<file path="config.mk">
export PLATFORM = sky130hd
export DESIGN_NAME = spi_cmd_engine
export DESIGN_NICKNAME = d
export VERILOG_FILES = /design/src/rtl/spi_cmd_pkg.sv /design/src/rtl/spi_byte_shifter.sv /design/src/rtl/spi_cmd_seq.sv /design/src/rtl/spi_cmd_engine.sv
export SDC_FILE = /design/constraint.sdc
export NUM_CORES = 1
export LEC_CHECK = 0
export ABC_AREA = 1
export BUFFER_PORTS_ARGS = -buffer_cell sky130_fd_sc_hd__buf_4
export CAP_MARGIN = 0
export CORE_AREA = 4 4 131 133
export DETAILED_ROUTE_END_ITERATION = 8
export DIE_AREA = 0 0 135 137
export GPL_TIMING_DRIVEN = 0
export PLACE_DENSITY = 0.69
export SLEW_MARGIN = 20
export SYNTH_ARGS = -nofsm -noshare
export SYNTH_HDL_FRONTEND = slang
export SYNTH_SLANG_ARGS = --single-unit
</file>
<file path="constraint.sdc">
create_clock -name clk -period 2.4 [get_ports clk]
set_input_delay 0.48 -clock clk [delete_from_list [all_inputs] [get_ports clk]]
set_output_delay 0.48 -clock clk [all_outputs]
set_load 0.1 [all_outputs]
</file>
<file path="src/rtl/spi_cmd_pkg.sv">
package spi_cmd_pkg;
    localparam int REG_W     = 32;
    localparam int BYTE_W    = 8;
    localparam int CNT_W     = 4;
    localparam int ADDR_W    = 2;
    localparam int MAX_TX    = 8;
    localparam int MAX_RX    = 4;
    localparam int START_BIT = 8;
    localparam int BUSY_BIT  = 16;
    localparam int BIT_W     = $clog2(BYTE_W);

    localparam logic [ADDR_W-1:0] REG_CTRL = 2'd0;
    localparam logic [ADDR_W-1:0] REG_CMD  = 2'd1;
    localparam logic [ADDR_W-1:0] REG_PAY  = 2'd2;

    typedef enum logic [1:0] {
        SEQ_IDLE,
        SEQ_SHIFT,
        SEQ_GAP
    } seq_state_e;
endpackage

</file>
<file path="src/rtl/spi_byte_shifter.sv">
module spi_byte_shifter
    import spi_cmd_pkg::*;
(
    input  logic              clk,
    input  logic              rst_n,
    input  logic              load,
    input  logic [BYTE_W-1:0] tx_byte,
    input  logic              miso,
    output logic              sclk,
    output logic              mosi,
    output logic [BYTE_W-1:0] rx_byte,
    output logic              byte_done
);
    typedef struct packed {
        logic              run;
        logic              phase;
        logic [BIT_W-1:0]  bitn;
        logic [BYTE_W-1:0] sh;
        logic [BYTE_W-1:0] rx;
    } shf_t;

    shf_t q, d;

    always_comb begin
        d         = q;
        byte_done = q.run && q.phase && (q.bitn == BIT_W'(BYTE_W - 1));
        if (q.run) begin
            if (!q.phase) begin
                d.phase = 1'b1;
                d.rx    = {q.rx[BYTE_W-2:0], miso};
            end else begin
                d.phase = 1'b0;
                d.bitn  = q.bitn + 1'b1;
                d.sh    = {q.sh[BYTE_W-2:0], 1'b0};
                if (byte_done) d.run = 1'b0;
            end
        end
        if (load) begin
            d.run   = 1'b1;
            d.phase = 1'b0;
            d.bitn  = '0;
            d.sh    = tx_byte;
        end
    end

    always_ff @(posedge clk or negedge rst_n) begin
        if (!rst_n) q <= '0;
        else        q <= d;
    end

    assign sclk    = q.run & q.phase;
    assign mosi    = q.run & q.sh[BYTE_W-1];
    assign rx_byte = q.rx;


    load_low_chk: assert property (@(posedge clk) disable iff (!rst_n)
        load |=> !sclk);

    mosi_hold_chk: assert property (@(posedge clk) disable iff (!rst_n)
        (sclk && !load) |=> $stable(mosi) || !sclk);
endmodule

</file>
<file path="src/rtl/spi_cmd_seq.sv">
module spi_cmd_seq
    import spi_cmd_pkg::*;
(
    input  logic              clk,
    input  logic              rst_n,
    input  logic              start_req,
    input  logic [CNT_W-1:0]  tx_cnt,
    input  logic [CNT_W-1:0]  rx_cnt,
    input  logic [REG_W-1:0]  cmd_word,
    input  logic [REG_W-1:0]  pay_word,
    input  logic              byte_done,
    input  logic [BYTE_W-1:0] rx_byte,
    output logic              load,
    output logic [BYTE_W-1:0] tx_byte,
    output logic              busy,
    output logic              cs_n,
    output logic              rx_load,
    output logic [REG_W-1:0]  rx_word
);
    typedef struct packed {
        seq_state_e       state;
        logic [CNT_W-1:0] txn;
        logic [CNT_W-1:0] tot;
        logic [CNT_W-1:0] idx;
        logic [REG_W-1:0] acc;
    } seq_t;

    seq_t q, d;
    logic [CNT_W-1:0] tx_eff, rx_eff, total, next_idx, sel_txn, rx_k;

    function automatic logic [BYTE_W-1:0] pick(input logic [CNT_W-1:0] i,
                                               input logic [CNT_W-1:0] lim,
                                               input logic [REG_W-1:0] cmd,
                                               input logic [REG_W-1:0] pay);
        if (i >= lim) return '0;
        case (i)
            4'd0:    return cmd[7:0];
            4'd1:    return cmd[31:24];
            4'd2:    return cmd[23:16];
            4'd3:    return cmd[15:8];
            default: return BYTE_W'(pay >> {i[1:0], 3'b000});
        endcase
    endfunction

    always_comb begin
        tx_eff   = (tx_cnt > CNT_W'(MAX_TX)) ? CNT_W'(MAX_TX) : tx_cnt;
        rx_eff   = (rx_cnt > CNT_W'(MAX_RX)) ? CNT_W'(MAX_RX) : rx_cnt;
        total    = tx_eff + rx_eff;
        rx_k     = q.idx - q.txn;
        d        = q;
        load     = 1'b0;
        rx_load  = 1'b0;
        next_idx = '0;
        case (q.state)
            SEQ_IDLE: begin
                if (start_req && total != '0) begin
                    d.state = SEQ_SHIFT;
                    d.txn   = tx_eff;
                    d.tot   = total;
                    d.idx   = '0;
                    d.acc   = '0;
                    load    = 1'b1;
                end
            end
            SEQ_SHIFT: begin
                if (byte_done) begin
                    if (q.idx >= q.txn)
                        d.acc = q.acc | (REG_W'(rx_byte) << {rx_k[1:0], 3'b000});
                    if (q.idx == q.tot - 1'b1) begin
                        d.state = SEQ_GAP;
                        rx_load = (q.tot != q.txn);
                    end else begin
                        d.idx    = q.idx + 1'b1;
                        next_idx = q.idx + 1'b1;
                        load     = 1'b1;
                    end
                end
            end
            default: d.state = SEQ_IDLE;
        endcase
        sel_txn = (q.state == SEQ_IDLE) ? tx_eff : q.txn;
        tx_byte = pick(next_idx, sel_txn, cmd_word, pay_word);
        rx_word = d.acc;
    end

    always_ff @(posedge clk or negedge rst_n) begin
        if (!rst_n) q <= '{state: SEQ_IDLE, default: '0};
        else        q <= d;
    end

    assign busy = (q.state != SEQ_IDLE);
    assign cs_n = (q.state != SEQ_SHIFT);


    cs_busy_chk: assert property (@(posedge clk) disable iff (!rst_n)
        !cs_n |-> busy);

    release_chk: assert property (@(posedge clk) disable iff (!rst_n)
        $rose(cs_n) |=> !busy);

    zero_start_chk: assert property (@(posedge clk) disable iff (!rst_n)
        (!busy && start_req && tx_cnt == '0 && rx_cnt == '0) |=> !busy);
endmodule

</file>
<file path="src/rtl/spi_cmd_engine.sv">
module spi_cmd_engine
    import spi_cmd_pkg::*;
(
    input  logic              clk,
    input  logic              rst_n,
    input  logic              wr_en,
    input  logic [ADDR_W-1:0] addr,
    input  logic [REG_W-1:0]  wdata,
    output logic [REG_W-1:0]  rdata,
    output logic              spi_cs_n,
    output logic              spi_sclk,
    output logic              spi_mosi,
    input  logic              spi_miso
);
    typedef struct packed {
        logic [2*CNT_W-1:0] cnt;
        logic [REG_W-1:0]   cmd;
        logic [REG_W-1:0]   pay;
    } regs_t;

    regs_t q, d;
    logic busy, start_req, load, byte_done, rx_load;
    logic [BYTE_W-1:0] tx_byte, rx_byte;
    logic [REG_W-1:0]  rx_word;

    assign start_req = wr_en && !busy && addr == REG_CTRL && wdata[START_BIT];

    always_comb begin
        d = q;
        if (wr_en && !busy) begin
            case (addr)
                REG_CTRL: d.cnt = wdata[2*CNT_W-1:0];
                REG_CMD:  d.cmd = wdata;
                REG_PAY:  d.pay = wdata;
                default:  ;
            endcase
        end
        if (rx_load) d.pay = rx_word;
    end

    always_ff @(posedge clk or negedge rst_n) begin
        if (!rst_n) q <= '0;
        else        q <= d;
    end

    always_comb begin
        rdata = '0;
        case (addr)
            REG_CTRL: begin
                rdata[2*CNT_W-1:0] = q.cnt;
                rdata[BUSY_BIT]    = busy;
            end
            REG_CMD: rdata = q.cmd;
            REG_PAY: rdata = q.pay;
            default: rdata = '0;
        endcase
    end

    spi_cmd_seq u_seq (
        .clk       (clk),
        .rst_n     (rst_n),
        .start_req (start_req),
        .tx_cnt    (wdata[CNT_W-1:0]),
        .rx_cnt    (wdata[2*CNT_W-1:CNT_W]),
        .cmd_word  (q.cmd),
        .pay_word  (q.pay),
        .byte_done (byte_done),
        .rx_byte   (rx_byte),
        .load      (load),
        .tx_byte   (tx_byte),
        .busy      (busy),
        .cs_n      (spi_cs_n),
        .rx_load   (rx_load),
        .rx_word   (rx_word)
    );

    spi_byte_shifter u_shf (
        .clk       (clk),
        .rst_n     (rst_n),
        .load      (load),
        .tx_byte   (tx_byte),
        .miso      (spi_miso),
        .sclk      (spi_sclk),
        .mosi      (spi_mosi),
        .rx_byte   (rx_byte),
        .byte_done (byte_done)
    );


    busy_rise_chk: assert property (@(posedge clk) disable iff (!rst_n)
        $rose(busy) |-> $past(wr_en && addr == REG_CTRL && wdata[START_BIT]));

    cmd_hold_chk: assert property (@(posedge clk) disable iff (!rst_n)
        (busy && $past(busy)) |-> $stable(q.cmd));

    sclk_cs_chk: assert property (@(posedge clk) disable iff (!rst_n)
        spi_sclk |-> !spi_cs_n);
endmodule

</file>
==> results.cfg, run 1 <==
[outcome]
status = complete, but fails checks
violations = setup timing

[die]
die_w_um = 135
chipHeight_um = 137
rows = 46
initial_core_util = 0.4847
dieArea_um2 = 18500
pin_count = 73
core_area_um2 = 15830

[logic_synthesis]
yosys.cell_count.top_type = nand2_1
ys.flop_type = dfrtp_1
ys_ff_latch = 139
yosysWarnings = 0
async_flop_share = 1.000
ys_seq_area_frac = 0.4534
ys_types = 35
synthTopCellsByArea = dfrtp_1, nand2_1, inv_1, o21ai_0, o221ai_1
synth_edf_count = 0
synth_fp_nets = 1040
netlist_instances = 981
synth_commonest_cells = nand2_1, dfrtp_1, inv_1
synth_top_cell_by_area = dfrtp_1
netlist.area_leader.share = 0.4534
avgSynthCellArea_um2 = 7.820
syn_area_um2 = 7671

[critical_path]
critPathCaptureType = register
worst-r2r-cell-count = 14
r2r_setup_slack_ns = -0.16
worst_ep_arrival_time_ns = 2.91
r2r-end = u_shf.q[14]
worstSetupPathType = reg2reg
r2r_start = u_seq.q[33]
crit_fanout = 9
crit_path_start_kind = register
cp_data_required_time_ns = 2.75

[global_route]
grt_pass1_wl_mm = 39.71
antenna_found_initial = 0
grt_usage = 0.2815
grt_max_degree = 98
grt_overflow = 0
grt_pass1_vias = 7191

[clock_tree]
cts_buffer_depth = 2
numCtsBuffers = 17
h-tree-depth = 4
cts-root-buf = clkbuf_16
cts_sinks = 139
clock_latency_ns = 0.43
clk_pin_slew_worst_paths_ns = 0.07
cts_tree = done

[worst_hold_path]
hold_depth = 2
hold_end = u_shf.rx_byte[0]
hold_class = in2reg
min_from = spi_miso

[place]
dp_hpwl_mm = 18.72
place_congestion = 0.9804
port_buffers = 72
dpl-instance-area_um2 = 8770
dp_slack_ns = -0.8021

[job]
cap_viol_max_count = 0

[sta]
fin_ws_ns = -0.1569
fmax_ghz = 0.3911
rsz0062_at_grt = true
slew_violations = 0
fin_crit_sh = 1.065
finalSetupViolCount = 9
tightest_slew_ns = 0.6150
slew_headroom = 0.5900
finalCriticalPeriod_ns = 2.557
finalHoldViolCount = 0
worst_clock_skew_ns = 0.009278

[power_and_ir_drop]
p_per_area_nw_per_um2 = 538.2
irDropWorstVdd_v = 0.0005678
p_leak_nw = 4.995

[drt]
firstDrtPassIters = 5
via_per_inst = 5.545
drtAntennaViolNets = 0
drc = 0
wirelength_mm = 25.63
vias = 7380
drt_iter0_drc = 608
routedWlPerCell_um = 19.26

[final_layout]
n_antenna_cell = 0
nFillCells = 1408
finalInstanceArea_um2 = 10090
area_delta_synth_final_pct = 31.59
nets = 1161
drive_gt1_frac = 0.2682
flip-flops by register name, indices dropped and copies added (netlist names):
signal	flops
q	72
u_shf.q	13
u_seq.q	46
u_shf.rx_byte	8
critical path: stages (launching register included):
cell and delay (ns):
dfrtp_1 0.50, ha_1 0.35, clkinv_2 0.17, nor2_4 0.24, nand2_8 0.08, inv_8 0.06
ha_4 0.18, o21ai_1 0.07, nand2_1 0.07, a21o_1 0.19, a21oi_2 0.15, nand2_2 0.10
clkinv_4 0.10, nand3_1 0.10, a21oi_1 0.13
power by group:
part	internal (mW)	total [mW]	switching, mW
registers	2.36	2.37	0.0101
logic	0.0920	0.274	0.182
clock network	1.69	2.79	1.11
layer usage:
layer / GRT usage / share of wire / vias up
li1: - / - / 3436
met1: 0.3849 / 0.43 / 3571
met2: 0.4444 / 0.47 / 317
met3: 0.05515 / 0.067 / 56
met4: 0.1103 / 0.035 / 0
met5: 0 / 0 / -
metrics by stage:
| stage | total power [mW] | hold slack [ns] | setup TNS (ns) | std cells | util |
|---|---|---|---|---|---|
| 5_1_grt | 5.600 | 0.2847 | -2.568 | 1331 | 0.6378 |
| 3_5_place_dp | 2.658 | 0.3998 | -58.90 | 1270 | 0.5541 |
| 4_1_cts | 5.432 | 0.2783 | -2.154 | 1319 | 0.6133 |
| 2_1_floorplan | 2.509 | 0.1844 | -3.259 | 981 | - |
| 6_report | 5.433 | 0.2843 | -0.9764 | 1331 | 0.6378 |
| 3_3_place_gp | 2.649 | 0.4602 | -57.89 | 1269 | 0.5519 |
worst max path at each step:
stage | start | end | slack, ns | cells past startpoint
global route | u_shf.q[16] | u_shf.q[12] | -0.25 | 18
global placement | wdata[6] | q[29] | -0.80 | 13
detailed placement | wdata[7] | q[29] | -0.80 | 13
floorplan | addr[0] | rdata[17] | -0.26 | 6
finish | u_seq.q[33] | u_shf.q[14] | -0.16 | 14
CTS | u_seq.q[37] | u_shf.q[12] | -0.17 | 17
layout make-up:
class / count / area, um^2 / share of cell area
multi-input combinational: 660 / 3974 / 0.3937
sequential: 139 / 3478 / 0.3446
tap: 216 / 270.3 / 0.02677
clock buffer: 18 / 439.2 / 0.04351
buffer: 42 / 316.6 / 0.03136
clock inverter: 14 / 183.9 / 0.01822
inverter: 136 / 543.0 / 0.05379
timing repair buffer: 106 / 889.6 / 0.08813
layout by cell type (no fill, tap or decap), types with 9 or more instances in the layout:
cell and instances:
nand2_1 292, buf_4 98, dfrtp_1 139, ha_1 9, o21ai_1 14, nand2_2 12, nand3b_1 12, nor2_1 44
buf_6 12, a21oi_4 11, o21bai_1 18, o21ai_0 69, buf_2 9, nand3_1 20, o221ai_1 23, clkbuf_1 10
inv_1 110, inv_2 20, nand4_1 30, clkbuf_16 18, a21oi_2 18
what timing repair did:
| item | in CTS | in global routing |
|---|---|---|
| pin swaps | 19 | 38 |
| hold buffers | 1 | 0 |
| buffers inserted | 19 | 11 |
| hold endpoints to repair | 42 | 0 |
| resized for setup | 54 | 85 |
| setup endpoints to repair | 116 | 86 |
| cloned | 0 | 2 |
logic make-up after synthesis:
kind of cell | count (synthesis) | synth area share
xor gates and xnor gates | 10 | 0.01142
and+or+nand+nor | 440 | 0.2473
AOI/OAI and AO/OA | 181 | 0.1440
DFF | 139 | 0.4534
buffers and inverters | 182 | 0.09591
adders and majority gates | 21 | 0.03621
muxes | 8 | 0.01174
No activity file was read; power rests on OpenSTA's default activity.
==> run 2, diff against run 1 <==
- PLACE_DENSITY: 0.69 -> 0.71
- RECOVER_POWER: not set -> 25
- SKIP_CTS_REPAIR_TIMING: not set -> 1
==> results.cfg, run 2 (synthesized netlist as in run 1, its figures left out) <==
[outcome]
status = complete, but fails checks
violations = capacitance limit, slew limit, setup timing

[power_and_ir_drop]
p_clk_frac = 0.492
power_switching_mw = 1.201
irDropWorstVdd_v = 0.0007007
p_int_mw = 3.954
p_leak_nw = 4.935
pwr-share-seq = 0.459
p_comb_frac = 0.049
p_sw_frac = 0.2330
p_per_area_nw_per_um2 = 517.3
power_mw = 5.155

[drt]
wirelength_mm = 24.58
routedWlPerCell_um = 18.49
firstDrtPassIters = 6
drtAntennaViolNets = 0
via_per_inst = 5.482
drc = 0
vias = 7285
drt_iter0_drc = 656

[die]
core_area_um2 = 15830
die_w_um = 135
pin_count = 73
chipHeight_um = 137
rows = 46
initial_core_util = 0.4847
dieArea_um2 = 18500

[sta]
fin_ws_ns = -0.1751
finalSetupViolCount = 21
finalCriticalPeriod_ns = 2.575
rsz0062_at_grt = true
slew_headroom = -0.4050
fmax_ghz = 0.3883
worst_clock_skew_ns = 0.009371
tightest_slew_ns = 2.107
setup_tns_ns = -2.291
finalHoldViolCount = 0
fin_crit_sh = 1.073
slew_violations = 83

[global_route]
grt_pass1_vias = 6603
antenna_found_initial = 0
grt_max_degree = 84
grt_pass1_wl_mm = 37.36
grt_overflow = 0
grt_usage = 0.2655

[place]
dpl-instance-area_um2 = 8770
place_congestion = 0.9604
port_buffers = 72
dp_hpwl_mm = 18.38
dp_slack_ns = -0.7744

[critical_path]
critPathCaptureType = register
cp_data_required_time_ns = 2.75
crit_fanout = 7
worstSetupPathType = reg2reg
worst_ep_arrival_time_ns = 2.93
crit_path_start_kind = register

[clock_tree]
cts_tree = done
cts_buffer_depth = 2
cts-root-buf = clkbuf_16
numCtsBuffers = 17
cts_sinks = 139
clk_pin_slew_worst_paths_ns = 0.06
h-tree-depth = 4
clock_latency_ns = 0.43

[final_layout]
largest_reg_flops = 72
top_register = q
mostFrequentLayoutCells = nand2_1, dfrtp_1, inv_1
area_delta_synth_final_pct = 29.91
nets = 1161
n_antenna_cell = 0
reg_top3 = q x72, u_seq.q x46, u_shf.q x13
finalInstanceArea_um2 = 9966
utilization = 0.6296
final_common_cell = nand2_1
drive_gt1_frac = 0.2606

[job]
cap_viol_max_count = 1

[worst_hold_path]
hold_class = in2reg
run 2: cell count changes in the layout (fill, tap and decap cells not counted), sizes merged:
cell         change
inv              -4
buf              +2
bufinv           -1
clkinv           +1
clkinvlp         +1
dlygate4sd3      -1
run 2: area by class of cell:
class	instances	area (um^2)
Fill cell	1381	5862
Multi-Input combinational cell	660	3964
Sequential cell	139	3480
Timing Repair Buffer	107	852.1
Inverter	136	541.8
Clock buffer	19	432.9
Buffer	41	300.3
Tap cell	216	270.3
Clock inverter	11	125.1
run 2: worst paths after layout:
kind                             start                to  cells past startpoint  slack, ns
setup / recovery           u_seq.q[37]       u_shf.q[13]                     17      -0.18
hold / removal                spi_miso  u_shf.rx_byte[0]                      2       0.28
setup reg to reg           u_seq.q[37]       u_shf.q[13]                     17      -0.18
hold reg to reg                  q[66]             q[66]                      2       0.48
max in group asynchronous        rst_n       u_seq.q[36]                      1       0.35
min in group asynchronous        rst_n        u_seq.q[1]                      1       0.67
run 2: power by group through the flow:
stage | Combinational [mW] | Sequential (mW) | Clock [mW]
after floorplan | 0.103 | 2.41 | 0
after global placement | 0.236 | 2.41 | 0
after detailed placement | 0.245 | 2.41 | 0
after CTS | 0.245 | 2.37 | 2.55
after global routing | 0.277 | 2.37 | 2.64
final | 0.252 | 2.37 | 2.54
run 2: worst max-delay path, cell delays in order (launching register included):
cell      delay (ns)
dfrtp_1         0.40
inv_2           0.09
ha_4            0.20
xnor2_2         0.13
nor2_2          0.13
nand3_4         0.14
buf_12          0.18
nand2_8         0.10
clkinv_8        0.06
ha_4            0.20
o21ai_2         0.05
nand2_1         0.07
a21o_1          0.17
a21oi_2         0.13
nand2_2         0.11
clkinv_4        0.13
nand3_4         0.08
a21oi_2         0.13
run 2: metrics by stage:
stage | cells | hold slack (ns)
after floorplan | 981 | 0.1844
after global placement | 1269 | 0.4595
after detailed placement | 1270 | 0.4697
after CTS | 1300 | 0.07221
after global routing | 1329 | 0.2909
final | 1329 | 0.2810
run 2: routing by layer:
metal / vias to the layer above / GRT usage / share of wire
met5: - / 0 / 0
met4: 0 / 0.09966 / 0.036
met3: 57 / 0.05257 / 0.072
met2: 305 / 0.4147 / 0.47
met1: 3496 / 0.3686 / 0.43
li1: 3427 / - / -
==> run 3, diff against run 2 <==
- CORE_AREA: 4 4 131 133 -> 4 4 182 96
- DIE_AREA: 0 0 135 137 -> 0 0 186 100
- PLACE_DENSITY: 0.71 -> 0.72
- SKIP_CTS_REPAIR_TIMING: 1 -> not set
==> results.cfg, run 3 (synthesized netlist as in run 1, its figures left out) <==
[sta]
fin_ws_ns = -0.2862
worst_hold_slack_ns = 0.2827
fin_crit_sh = 1.119
rsz0062_at_grt = true
tightest_slew_ns = 1.416
finalHoldViolCount = 0
worst_clock_skew_ns = 0.01349
finalSetupViolCount = 20
finalCriticalPeriod_ns = 2.686
fmax_ghz = 0.3723
slew_violations = 0
slew_headroom = 0.05579

[power_and_ir_drop]
p_sw_frac = 0.2445
p_leak_nw = 4.901
p_per_area_nw_per_um2 = 518.4
pwr-share-seq = 0.462
power_mw = 5.120
p_clk_frac = 0.481
p_int_mw = 3.869
power_switching_mw = 1.252
irDropWorstVdd_v = 0.0005276
p_comb_frac = 0.056

[die]
initial_core_util = 0.4813
dieArea_um2 = 18600
die_w_um = 186
rows = 33
core_area_um2 = 15940
chipHeight_um = 100
pin_count = 73

[drt]
firstDrtPassIters = 8
drc = 0
wirelength_mm = 26.56
vias = 7499
routedWlPerCell_um = 20.17
drt_iter0_drc = 861
drtAntennaViolNets = 0
via_per_inst = 5.694

[place]
port_buffers = 72
place_congestion = 0.9772
dpl-instance-area_um2 = 8762
dp_hpwl_mm = 19.72

[final_layout]
final_common_cell = nand2_1
n_antenna_cell = 0
mostFrequentLayoutCells = nand2_1, dfrtp_1, inv_1
largest_reg_flops = 72
area_delta_synth_final_pct = 28.76
drive_gt1_frac = 0.2556
top_register = q
nets = 1154
reg_top3 = q x72, u_seq.q x46, u_shf.q x13
utilization = 0.6197
finalInstanceArea_um2 = 9877

[outcome]
status = complete, but fails checks
violations = setup timing

[clock_tree]
clock_latency_ns = 0.43
cts_sinks = 139
cts_buffer_depth = 2
cts-root-buf = clkbuf_16
cts_tree = done
numCtsBuffers = 17
h-tree-depth = 4
clk_pin_slew_worst_paths_ns = 0.06

[global_route]
met3_usage = 0.1394
antenna_found_initial = 0
grt_busiest_layer = met1
grt_max_degree = 86
grt_pass1_vias = 6806
grt_pass1_wl_mm = 39.59
grt_usage = 0.2864
use_met2 = 0.3662
grtUsageMet1 = 0.4330
grt_overflow = 0

[critical_path]
cp_data_required_time_ns = 2.75
r2r_setup_slack_ns = -0.29
worst_ep_arrival_time_ns = 3.03
crit_fanout = 7
critPathCaptureType = register
worstSetupPathType = reg2reg
crit_path_start_kind = register

[worst_hold_path]
hold_class = in2reg

[job]
cap_viol_max_count = 0
==> run 3: cell count changes in the layout (fill, tap and decap cells not counted), moves of 3 or more <==
cell / previous run / this run
nand3_4: 7 / 3
o21ai_1: 9 / 13
clkinvlp_4: 3 / 7
nand3_1: 17 / 21
buf_2: 10 / 4
o21bai_1: 20 / 16
ha_2: 5 / 2
o21bai_2: 0 / 3
o21ai_0: 71 / 66
ha_1: 9 / 12
==> run 3: path summary, 6_finish.rpt <==
| kind | cells past startpoint | startpoint | to |
|---|---|---|---|
| worst max-delay path | 18 | u_shf.q[16] | u_shf.q[13] |
| worst min-delay path | 2 | spi_miso | u_shf.rx_byte[0] |
| worst max register to register | 18 | u_shf.q[16] | u_shf.q[13] |
| worst min register to register | 2 | u_shf.q[17] | u_shf.q[17] |
| max in group asynchronous | 3 | rst_n | q[47] |
| min in group asynchronous | 2 | rst_n | q[64] |
==> run 3: per-stage QoR <==
| step | TNS (ns) | std cells | setup slack [ns] |
|---|---|---|---|
| finish | -2.297 | 1317 | -0.2862 |
| global route | -5.222 | 1317 | -0.3831 |
| CTS | -2.427 | 1306 | -0.2040 |
| detailed placement | -55.82 | 1264 | -0.7317 |
| global placement | -54.40 | 1263 | -0.7144 |
| floorplan | -3.259 | 981 | -0.2590 |
==> run 3: timing repair <==
action / in CTS / in global routing
resized for setup: 55 / 80
endpoints found under the setup margin: 116 / 102
buffers inserted: 13 / 13
hold buffers: 1 / 0
pin swaps: 20 / 15
hold endpoints to repair: 54 / 0
gates cloned: 0 / 0
==> run 3: power by group through the flow <==
stage	Combinational [mW]	Sequential, mW	Clock, mW
global route	0.313	2.37	2.60
floorplan	0.103	2.41	0
CTS	0.270	2.37	2.48
detailed placement	0.258	2.41	0
finish	0.287	2.37	2.46
global placement	0.249	2.41	0
==> run 3: per-layer routing <==
metal	routed length, um	vias to the layer above
met1	12100	3625
met3	3792	31
met4	303	0
met5	0	-
met2	10360	426
li1	-	3417
==> run 3: final cells by class <==
class,count,area [um^2]
Buffer,41,310.3
Multi-Input combinational cell,660,3955
Inverter,136,544.3
Fill cell,1426,6061
Tap cell,210,262.8
Timing Repair Buffer,100,792.0
Clock inverter,10,93.84
Clock buffer,21,440.4
Sequential cell,139,3478
==> run 3: critical path, stage by stage, from the launching register on <==
cell and delay, ns:
dfrtp_1 0.35, ha_2 0.20, ha_4 0.13, inv_2 0.04, nor2_4 0.19, nand2_4 0.11
buf_12 0.15, nor2_4 0.14, nand2_8 0.08, inv_8 0.07, ha_4 0.19, o21ai_2 0.05
nand2_1 0.09, a21o_1 0.18, a21oi_2 0.17, nand2_2 0.12, clkinv_4 0.12, nand3_2 0.10
a21oi_2 0.13
